--- src/rtl/mac_pkg.sv ---
package mac_pkg;
  localparam int OP_W    = 18;
  localparam int GUARD_W = 16;

  typedef struct packed {
    logic sub;
    logic sload;
  } acc_ctl_t;

  typedef struct packed {
    logic sa;
    logic sb;
  } sgn_ctl_t;
endpackage

--- src/rtl/mac_ctrl_delay.sv ---
module mac_ctrl_delay #(
  parameter int W      = 2,
  parameter int STAGES = 1
) (
  input  logic         clk,
  input  logic         clr,
  input  logic         ena,
  input  logic [W-1:0] d,
  output logic [W-1:0] q
);
  generate
    if (STAGES == 0) begin : g_pass
      assign q = d;
    end else begin : g_reg
      logic [W-1:0] stg [STAGES];
      always_ff @(posedge clk or posedge clr) begin
        if (clr) begin
          for (int i = 0; i < STAGES; i++) stg[i] <= '0;
        end else if (ena) begin
          stg[0] <= d;
          for (int i = 1; i < STAGES; i++) stg[i] <= stg[i-1];
        end
      end
      assign q = stg[STAGES-1];
    end
  endgenerate
endmodule

--- src/rtl/mac_operand_reg.sv ---
module mac_operand_reg #(
  parameter int W = 18
) (
  input  logic         clk,
  input  logic         clr,
  input  logic         ena,
  input  logic [W-1:0] par_in,
  input  logic [W-1:0] chain_in,
  input  logic         use_chain,
  output logic [W-1:0] q
);
  always_ff @(posedge clk or posedge clr) begin
    if (clr)      q <= '0;
    else if (ena) q <= use_chain ? chain_in : par_in;
  end
endmodule

--- src/rtl/mac_multiplier.sv ---
module mac_multiplier #(
  parameter int OP_W = 18,
  localparam int PW  = 2*OP_W + 1
) (
  input  logic            clk,
  input  logic            clr,
  input  logic            ena,
  input  logic [OP_W-1:0] a,
  input  logic [OP_W-1:0] b,
  input  logic            sa,
  input  logic            sb,
  output logic [PW-1:0]   prod_q,
  output logic            psigned_q
);
  logic [PW-1:0] ax, bx, prod_n;

  assign ax     = {{(PW-OP_W){sa & a[OP_W-1]}}, a};
  assign bx     = {{(PW-OP_W){sb & b[OP_W-1]}}, b};
  assign prod_n = ax * bx;

  always_ff @(posedge clk or posedge clr) begin
    if (clr) begin
      prod_q    <= '0;
      psigned_q <= 1'b0;
    end else if (ena) begin
      prod_q    <= prod_n;
      psigned_q <= sa | sb;
    end
  end
endmodule

--- src/rtl/mac_accum.sv ---
module mac_accum #(
  parameter int PIN_W = 37,
  parameter int ACC_W = 52,
  localparam int EXT_W = ACC_W + 1
) (
  input  logic             clk,
  input  logic             clr,
  input  logic             ena,
  input  logic [PIN_W-1:0] prod,
  input  logic             psigned,
  input  logic             sub,
  input  logic             sload,
  output logic [ACC_W-1:0] acc_q,
  output logic             ovf_q
);
  logic [EXT_W-1:0] prod_ext, acc_ext, sum;
  logic             ovf_now;

  assign prod_ext = {{(EXT_W-PIN_W){prod[PIN_W-1]}}, prod};
  assign acc_ext  = {psigned & acc_q[ACC_W-1], acc_q};
  assign sum      = sub ? (acc_ext - prod_ext) : (acc_ext + prod_ext);
  assign ovf_now  = psigned ? (sum[EXT_W-1] ^ sum[EXT_W-2]) : sum[EXT_W-1];

  always_ff @(posedge clk or posedge clr) begin
    if (clr) begin
      acc_q <= '0;
      ovf_q <= 1'b0;
    end else if (ena) begin
      if (sload) begin
        acc_q <= prod_ext[ACC_W-1:0];
        ovf_q <= 1'b0;
      end else begin
        acc_q <= sum[ACC_W-1:0];
        ovf_q <= ovf_q | ovf_now;
      end
    end
  end
endmodule

--- src/rtl/mac_unit.sv ---
module mac_unit #(
  parameter int OP_W        = mac_pkg::OP_W,
  parameter int GUARD_W     = mac_pkg::GUARD_W,
  parameter int SIGN_STAGES = 1,
  parameter int ACC_STAGES  = 2,
  localparam int PROD_W     = 2*OP_W,
  localparam int ACC_W      = PROD_W + GUARD_W
) (
  input  logic             clk,
  input  logic             clr,
  input  logic             ena,
  input  logic [OP_W-1:0]  data_a,
  input  logic [OP_W-1:0]  data_b,
  input  logic [OP_W-1:0]  shin_a,
  input  logic [OP_W-1:0]  shin_b,
  input  logic             shsel_a,
  input  logic             shsel_b,
  input  logic             sign_a,
  input  logic             sign_b,
  input  logic             sub,
  input  logic             sload,
  output logic [OP_W-1:0]  shout_a,
  output logic [OP_W-1:0]  shout_b,
  output logic [ACC_W-1:0] acc_out,
  output logic             ovf
);
  import mac_pkg::*;

  sgn_ctl_t          sgn_d;
  acc_ctl_t          acc_ctl_d;
  logic [PROD_W:0]   prod_q;
  logic              psigned_q;
  logic              load_now;

  mac_operand_reg #(.W(OP_W)) u_opa (
    .clk(clk), .clr(clr), .ena(ena),
    .par_in(data_a), .chain_in(shin_a), .use_chain(shsel_a), .q(shout_a)
  );

  mac_operand_reg #(.W(OP_W)) u_opb (
    .clk(clk), .clr(clr), .ena(ena),
    .par_in(data_b), .chain_in(shin_b), .use_chain(shsel_b), .q(shout_b)
  );

  mac_ctrl_delay #(.W(2), .STAGES(SIGN_STAGES)) u_sgn_dly (
    .clk(clk), .clr(clr), .ena(ena), .d({sign_a, sign_b}), .q(sgn_d)
  );

  mac_ctrl_delay #(.W(2), .STAGES(ACC_STAGES)) u_acc_dly (
    .clk(clk), .clr(clr), .ena(ena), .d({sub, sload}), .q(acc_ctl_d)
  );

  mac_multiplier #(.OP_W(OP_W)) u_mul (
    .clk(clk), .clr(clr), .ena(ena),
    .a(shout_a), .b(shout_b), .sa(sgn_d.sa), .sb(sgn_d.sb),
    .prod_q(prod_q), .psigned_q(psigned_q)
  );

  assign load_now = acc_ctl_d.sload;

  mac_accum #(.PIN_W(PROD_W+1), .ACC_W(ACC_W)) u_acc (
    .clk(clk), .clr(clr), .ena(ena),
    .prod(prod_q), .psigned(psigned_q),
    .sub(acc_ctl_d.sub), .sload(load_now),
    .acc_q(acc_out), .ovf_q(ovf)
  );
endmodule

--- config.mk ---
export PLATFORM = sky130hd
export DESIGN_NAME = mac_unit
export DESIGN_NICKNAME = d
export VERILOG_FILES = /design/src/rtl/mac_pkg.sv /design/src/rtl/mac_ctrl_delay.sv /design/src/rtl/mac_operand_reg.sv /design/src/rtl/mac_multiplier.sv /design/src/rtl/mac_accum.sv /design/src/rtl/mac_unit.sv
export SDC_FILE = /design/constraint.sdc
export NUM_CORES = 1
export LEC_CHECK = 0
export BUFFER_PORTS_ARGS = -buffer_cell sky130_fd_sc_hd__buf_4
export CAP_MARGIN = 20
export CORE_MARGIN = 5
export CORE_UTILIZATION = 56
export CTS_CLUSTER_SIZE = 25
export DETAILED_ROUTE_END_ITERATION = 12
export GPL_TIMING_DRIVEN = 0
export PLACE_DENSITY_LB_ADDON = 0.25
export SLEW_MARGIN = 20
export SYNTH_ARGS = -nofsm -noshare
export SYNTH_HDL_FRONTEND = slang
export SYNTH_HIERARCHICAL = 1
export SYNTH_SLANG_ARGS = --single-unit
--- constraint.sdc ---
create_clock -name clk -period 7.3 [get_ports clk]
set_input_delay 1.095 -clock clk [delete_from_list [all_inputs] [get_ports clk]]
set_output_delay 1.095 -clock clk [all_outputs]
set_load 0.01 [all_outputs]
==> results of run 1 <==
-- repair_timing --
action,4_1_cts,5_1_grt
setup buffers,0,7
gates resized for setup,24,58
endpoints found under the setup margin,14,11
pin swaps,0,2
-- area by class of cell --
type / instances / area share [%]
multi-input combinational: 1859 / 68.5
sequential: 133 / 13.2
inverter: 397 / 5.87
timing repair buffer: 175 / 5.15
tap: 532 / 2.61
buffer: 120 / 2.28
clock buffer: 19 / 1.78
clock inverter: 13 / 0.667
-- synth_stat cells (40+ instances only) --
cell,instances,area [sq um]
nand2_1,245,920
a21oi_1,199,996
xnor2_1,93,815
a21o_1,48,360
mux2i_1,48,480
mux2_2,40,450
clkbuf_1,102,383
inv_1,397,1490
nor2_1,176,661
ha_1,163,2040
fa_1,364,7290
and2_1,155,970
o21ai_0,41,205
dfrtp_1,133,3330
-- routing by layer --
metal | share of wire, % | up-vias | track usage, %
met5 | 0 | - | 0
met4 | 3.1 | 0 | 9.82
met3 | 7.0 | 142 | 5.65
met2 | 48 | 733 | 52.8
met1 | 42 | 9370 | 43.0
li1 | - | 8399 | -
-- path summary, 6_finish.rpt --
check                                          to                   start  cells after the start  slack [ps]
min                        u_acc_dly/g_reg.stg[3]  u_acc_dly/g_reg.stg[3]                      1         500
min reg2reg                u_acc_dly/g_reg.stg[3]  u_acc_dly/g_reg.stg[3]                      1         500
max in group asynchronous             u_opa/q[14]                     clr                      2        5820
max reg2reg                      u_mul/prod_q[33]             u_opb/q[17]                     23         210
min in group asynchronous          u_sgn_dly/q[0]                     clr                      2         580
max                              u_mul/prod_q[33]             u_opb/q[17]                     23         210
-- state kept, by name (all words and copies together) (netlist names) --
name,flops
u_acc/acc_q,52
u_acc/ovf_q,1
u_acc_dly/g_reg.stg,2
u_acc_dly/q,2
u_mul/prod_q,37
u_mul/psigned_q,1
u_opa/q,18
u_opb/q,18
u_sgn_dly/q,2
-- per-stage QoR --
stage	worst slack [ps]	setup TNS, ps
floorplan	515	0
global placement	-646	-3490
detailed placement	-745	-4810
CTS	-0.203	-0.203
global route	-15.9	-15.9
finish	206	0
-- worst max-delay path, delay by kind of cell, from the launching register on --
| kind | cells | cell delay [ps] |
|---|---|---|
| adder cells (fa/ha/maj) | 8 | 3770 |
| AO/OA/AOI/OAI | 6 | 1290 |
| AND/OR/NAND/NOR | 3 | 650 |
| flip-flops | 1 | 490 |
| buffers and inverters | 4 | 410 |
| multiplexers | 1 | 260 |
| XOR/XNOR | 1 | 100 |
-- cells by family (layout without fill, tap and decap cells) --
group,count (synthesis),in the layout
buffers and inverters,534,724
AND/OR/NAND/NOR,699,699
XOR/XNOR,124,124
multiplexers,92,92
AO/OA/AOI/OAI,417,417
adder cells (fa/ha/maj),527,527
flip-flops,133,133
==> flow_metrics.env, run 1 <==
export IMPL_final_cell_count_no_fill=3248
export IMPL_final_setup_viol_count=0
export IMPL_whs_ps=501
export IMPL_criticalPathCategory="register to register"
export IMPL_final_period_minus_worst_setup_slack_ps=7090
export IMPL_number_of_buffers_inserted_by_hold_repair_at_cts=0
export IMPL_area_of_the_die_sq_mm=0.0450
export IMPL_pin_count=170
export IMPL_diodes=0
export IMPL_clock_path_buffers=2
export IMPL_cts_htree_levels=4
export IMPL_critical_path_most_common_cell="fa_1"
export IMPL_postLayoutCellArea_sq_mm=0.0255
export IMPL_grt_util_all_layers_pct=31.8
export IMPL_route_detailed_drc=0
export IMPL_via_per_inst=5.74
export IMPL_antenna_violations_before_repair=0
export IMPL_post_synth_xor_area_fraction_pct=4.75
export IMPL_main_combinational_cell_family_by_area_after_synthesis="adder cells"
export IMPL_timing_critical_path_slowest_stage_cell="fa_1"
export IMPL_post_synth_fa_ha_maj_area_fraction_pct=40.8
export IMPL_grt_max_degree=54
export IMPL_grt_overflow_total=0
export IMPL_clock_sinks=133
export IMPL_layout_area_overhead_vs_synth_pct=11.5
export IMPL_cpPeakStageDelay_ps=550
export IMPL_final_common_cell="inv_1"
export IMPL_clock_root_buffer="clkbuf_16"
export IMPL_worst_clock_skew_ps=13.6
export IMPL_design_core_area_sq_mm=0.0406
export IMPL_die_height_microns=212
export IMPL_numCtsBuffers=17
export IMPL_max_slew_margin_rel_pct=32.8
export IMPL_routabilityCongestion=0.984
export IMPL_synth_warning_count=6
export IMPL_max_freq_ghz=0.141
export IMPL_critPathArrivalTime_ps=7450
export IMPL_drt_pre_antenna_iters=6
export IMPL_hold_viol=0
export IMPL_clkTransAtPathRegs_ps=60
export IMPL_wl_microns=69300
export IMPL_synth_flop_cell="dfrtp_1"
export IMPL_fin_nets=3311
export IMPL_place_detailed_instances=3226
export IMPL_startpoint_type="register"
export IMPL_ant_nets=0
export IMPL_crit_required_ps=7660
export IMPL_number_of_global_route_vias_before_repair=19700
export IMPL_synthesis_instances=2526
export IMPL_layout_drive_gt1_share_pct=13.9
export IMPL_layout_area_seq_sq_mm=0.00336
export IMPL_routed_wire_length_per_instance_microns=21.4
export IMPL_place_area_sq_mm=0.0248
export IMPL_first_pass_grt_wire_length_microns=111000
export IMPL_dp_hpwl_microns=56400
export IMPL_std_cell_rows=74
export IMPL_worstPathCellList="clkbuf_4, nand2_2, or2_2, fa_1, fa_1, inv_1, fa_1, fa_1, fa_1, fa_1, inv_1, fa_1, inv_1, ha_1, a211oi_2, o21bai_1, a211oi_2, o21ai_2, o31ai_4, nand2b_1, a21oi_1, xnor2_1, mux2_2"
export IMPL_synthesis_area_per_instance_sq_um=9.05
export IMPL_synthMuxAreaShare_pct=4.35
export IMPL_fin_crit_sh_pct=97.2
export IMPL_final_fill_count=3473
export IMPL_worst_hold_path_type="register to register"
export IMPL_layout_core_utilization_pct=62.7
export IMPL_cp_max_fo=10
export IMPL_synthesized_flop_and_latch_total=133
export IMPL_slew_viol_final=0
export IMPL_setup_worst_path_end_class="register"
export IMPL_drv_cap=0
export IMPL_start_util_pct=56.2
export IMPL_outcome="finished clean"
export IMPL_synth_fp_nets=3134
export IMPL_ys_async_sr_fraction_pct=100
export IMPL_number_of_enable_type_register_cells_in_the_synthesized_netlist=0
export IMPL_clock_tree_from_tritoncts="done"
export IMPL_placement_io_buffers=167
export IMPL_multi_input_comb_area_sq_mm=0.0175
export IMPL_drt_first_iter_violations=1393
export IMPL_synthSimpleGateAreaFrac_pct=14.6
export IMPL_worst_skew_pair_late_latency_ps=480
export IMPL_die_width_microns=212
export IMPL_sequential_cell_area_fraction_in_the_yosys_report_pct=14.6
export IMPL_post_synth_instance_area_sq_mm=0.0229
export IMPL_via_count=18600
export IMPL_tightest_slew_ps=1010
export IMPL_yosys_cell_types_count=83
export IMPL_synth_compound_area_share_pct=11.8
export IMPL_layout_common_cells="inv_1, fa_1, nand2_1"
Power of run 1 is not shown: default switching activity piles up to over one toggle a cycle in this logic, so the estimate is an artifact.
==> inputs of run 2 (changes only) <==
--- a/config.mk
+++ b/config.mk
@@ -5,6 +5,7 @@
 export SDC_FILE = /design/constraint.sdc
 export NUM_CORES = 1
 export LEC_CHECK = 0
+export ABC_AREA = 1
 export BUFFER_PORTS_ARGS = -buffer_cell sky130_fd_sc_hd__buf_4
 export CAP_MARGIN = 20
 export CORE_MARGIN = 5
==> flow_metrics.env, run 2 <==
export IMPL_criticalPathCategory="register to register"
export IMPL_final_common_cell="nand2_1"
export IMPL_post_place_ws_ps=-228
export IMPL_tightest_slew_ps=967
export IMPL_synth_flop_cell="dfrtp_1"
export IMPL_wl_microns=76000
export IMPL_number_of_global_route_vias_before_repair=23300
export IMPL_critical_path_most_common_cell="fa_1"
export IMPL_std_cell_rows=77
export IMPL_final_period_minus_worst_setup_slack_ps=7040
export IMPL_sequential_cell_area_fraction_in_the_yosys_report_pct=13.2
export IMPL_worst_r2r_setup_slack_ps=260
export IMPL_clock_tree_from_tritoncts="done"
export IMPL_layout_drive_gt1_share_pct=8.24
export IMPL_netlist_area_leader_share_pct=28.8
export IMPL_via_count=22900
export IMPL_number_of_flip_flops_under_the_largest_register_name=52
export IMPL_registers_top_by_ff_count="u_acc/acc_q"
export IMPL_fin_crit_sh_pct=96.4
export IMPL_synth_fp_nets=4202
export IMPL_synth_warning_count=6
export IMPL_yosys_cell_types_count=51
export IMPL_worst_hold_path_type="register to register"
export IMPL_grt_util_all_layers_pct=31.1
export IMPL_slew_viol_final=0
export IMPL_reg2reg_from="u_opa/q[15]"
export IMPL_grt_max_degree=39
export IMPL_clock_sinks=133
export IMPL_timing_hold_worst_path_depth=2
export IMPL_post_synth_instance_area_sq_mm=0.0253
export IMPL_final_cell_count_no_fill=4379
export IMPL_die_width_microns=223
export IMPL_max_slew_margin_rel_pct=35.5
export IMPL_antenna_violations_before_repair=0
export IMPL_ys_top_cells_by_area="fa_1, nand2_1, dfrtp_1"
export IMPL_hold_viol=0
export IMPL_synthesized_flop_and_latch_total=133
export IMPL_first_pass_grt_wire_length_microns=122000
export IMPL_drt_first_iter_violations=1586
export IMPL_fin_nets=4382
export IMPL_worst_clock_skew_ps=8.68
export IMPL_synthMostInstantiatedCell="nand2_1"
export IMPL_grt_setup_unrepaired="no"
export IMPL_max_freq_ghz=0.142
export IMPL_clkTransAtPathRegs_ps=60
export IMPL_finalSetupTns_ps=0
export IMPL_setup_worst_path_end_class="register"
export IMPL_timing_critical_path_slowest_stage_cell="clkbuf_1"
export IMPL_design_core_area_sq_mm=0.0444
export IMPL_cts_htree_levels=4
export IMPL_critPathArrivalTime_ps=7400
export IMPL_synthesis_instances=3594
export IMPL_layout_area_overhead_vs_synth_pct=10.4
export IMPL_layout_common_cells="nand2_1, inv_1, fa_1"
export IMPL_number_of_enable_type_register_cells_in_the_synthesized_netlist=0
export IMPL_outcome="finished clean"
export IMPL_clock_path_buffers=2
export IMPL_die_height_microns=223
export IMPL_ys_async_sr_fraction_pct=100
export IMPL_pin_count=170
export IMPL_worst_skew_pair_late_latency_ps=470
export IMPL_holdCritStartpoint="u_acc_dly/q[1]"
export IMPL_via_per_inst=5.23
export IMPL_drv_cap=0
export IMPL_timing_final_ws_setup_ps=259
export IMPL_post_synth_top_area_cell="fa_1"
export IMPL_grt_overflow_total=0
export IMPL_drt_pre_antenna_iters=5
export IMPL_synthTopCellsByCount="nand2_1, inv_1, fa_1, nor2_1, ha_1"
export IMPL_startpoint_type="register"
export IMPL_numCtsBuffers=17
export IMPL_ant_nets=0
export IMPL_dp_hpwl_microns=65100
export IMPL_crit_required_ps=7660
export IMPL_route_detailed_drc=0
export IMPL_diodes=0
export IMPL_synthesis_area_per_instance_sq_um=7.04
export IMPL_hold_path_endpoint="u_acc_dly/q[1]"
export IMPL_regToRegEndpoint="u_mul/prod_q[32]"
export IMPL_placement_io_buffers=167
export IMPL_cp_max_fo=10
export IMPL_clock_root_buffer="clkbuf_16"
export IMPL_layout_top_registers="u_acc/acc_q x52, u_mul/prod_q x37"
export IMPL_routed_wire_length_per_instance_microns=17.4
export IMPL_routabilityCongestion=1.01
export IMPL_cpPeakStageDelay_ps=600
export IMPL_start_util_pct=56.9
export IMPL_worstPathCellList="clkbuf_1, clkbuf_1, nand2_1, fa_1, inv_1, fa_1, inv_1, fa_1, inv_1, fa_1, fa_1, fa_1, ha_1, ha_1, a21oi_1, o21ai_0, a21oi_1, nor2_1, nor2_1, nand3b_1, nand3_1, nand2_1"
export IMPL_area_of_the_die_sq_mm=0.0495
export IMPL_r2r_worst_path_cells=22
export IMPL_place_detailed_instances=4354
export IMPL_final_setup_viol_count=0
[run 2: changes by cell type in the layout (fill, tap and decap cells not counted), moves of 26 or more]
cell and delta:
nand2_1 +823, inv_1 +449, and2_1 -153, nand3_1 +142, xnor2_1 -77, nor2_1 +62, a21oi_1 -59, mux2i_1 -48
a21o_1 -42, mux2_2 -40, o21ai_0 +30, dfrtp_1 +26, dfrtp_2 -26
[run 2: kinds of logic after synthesis]
family                   synth area share [%]
flip-flops                               13.2
AO/OA/AOI/OAI                            6.88
AND/OR/NAND/NOR                          25.7
XOR/XNOR                                 2.42
buffers and inverters                    14.9
adder cells (fa/ha/maj)                  36.9
[run 2: worst max-delay path by stage]
stage | from | end | cells after the start
floorplan | u_opb/q[2] | u_mul/prod_q[29] | 21
global placement | u_opb/q[2] | u_mul/prod_q[29] | 21
detailed placement | u_opb/q[2] | u_mul/prod_q[33] | 25
CTS | u_opa/q[17] | u_mul/prod_q[33] | 26
global route | u_opb/q[6] | u_mul/prod_q[33] | 25
finish | u_opa/q[15] | u_mul/prod_q[32] | 22
[run 2: cell type report]
class	count	area, sq um
Buffer	115	544
Clock buffer	18	429
Clock inverter	14	201
Fill cell	4204	16500
Inverter	857	3220
Multi-Input combinational cell	2482	18200
Sequential cell	133	3330
Tap cell	592	741
Timing Repair Buffer	168	1270
[run 2: metal layers]
| metal | global-route usage [%] | wire length (microns) | vias to the layer above |
|---|---|---|---|
| li1 | - | - | 11100 |
| met1 | 37.7 | 29700 | 10900 |
| met4 | 15.6 | 4150 | 0 |
| met5 | 0 | 0 | - |
| met3 | 5.40 | 5350 | 172 |
| met2 | 53.4 | 36800 | 835 |
[run 2: critical path, delay by kind of cell, from the launching register on]
kind                     cells  cell delay [ps]
adder cells (fa/ha/maj)      8             3580
buffers and inverters        5             1350
AO/OA/AOI/OAI                3              940
AND/OR/NAND/NOR              6              640
flip-flops                   1              380
[run 2: per-stage QoR]
step	hold WS, ps	util (%)	area, sq um
after floorplan	442	-	25300
after global placement	455	61.4	27300
after detailed placement	460	61.5	27300
after CTS	477	62.9	27900
after global routing	511	62.9	27900
final	471	62.9	27900
[run 2: what timing repair did]
action,in CTS,in global routing
hold endpoints to repair,0,0
buffers inserted,0,0
setup endpoints to repair,9,14
hold buffers,0,0
gates resized for setup,2,17
Power of run 2 is left out for the same reason.
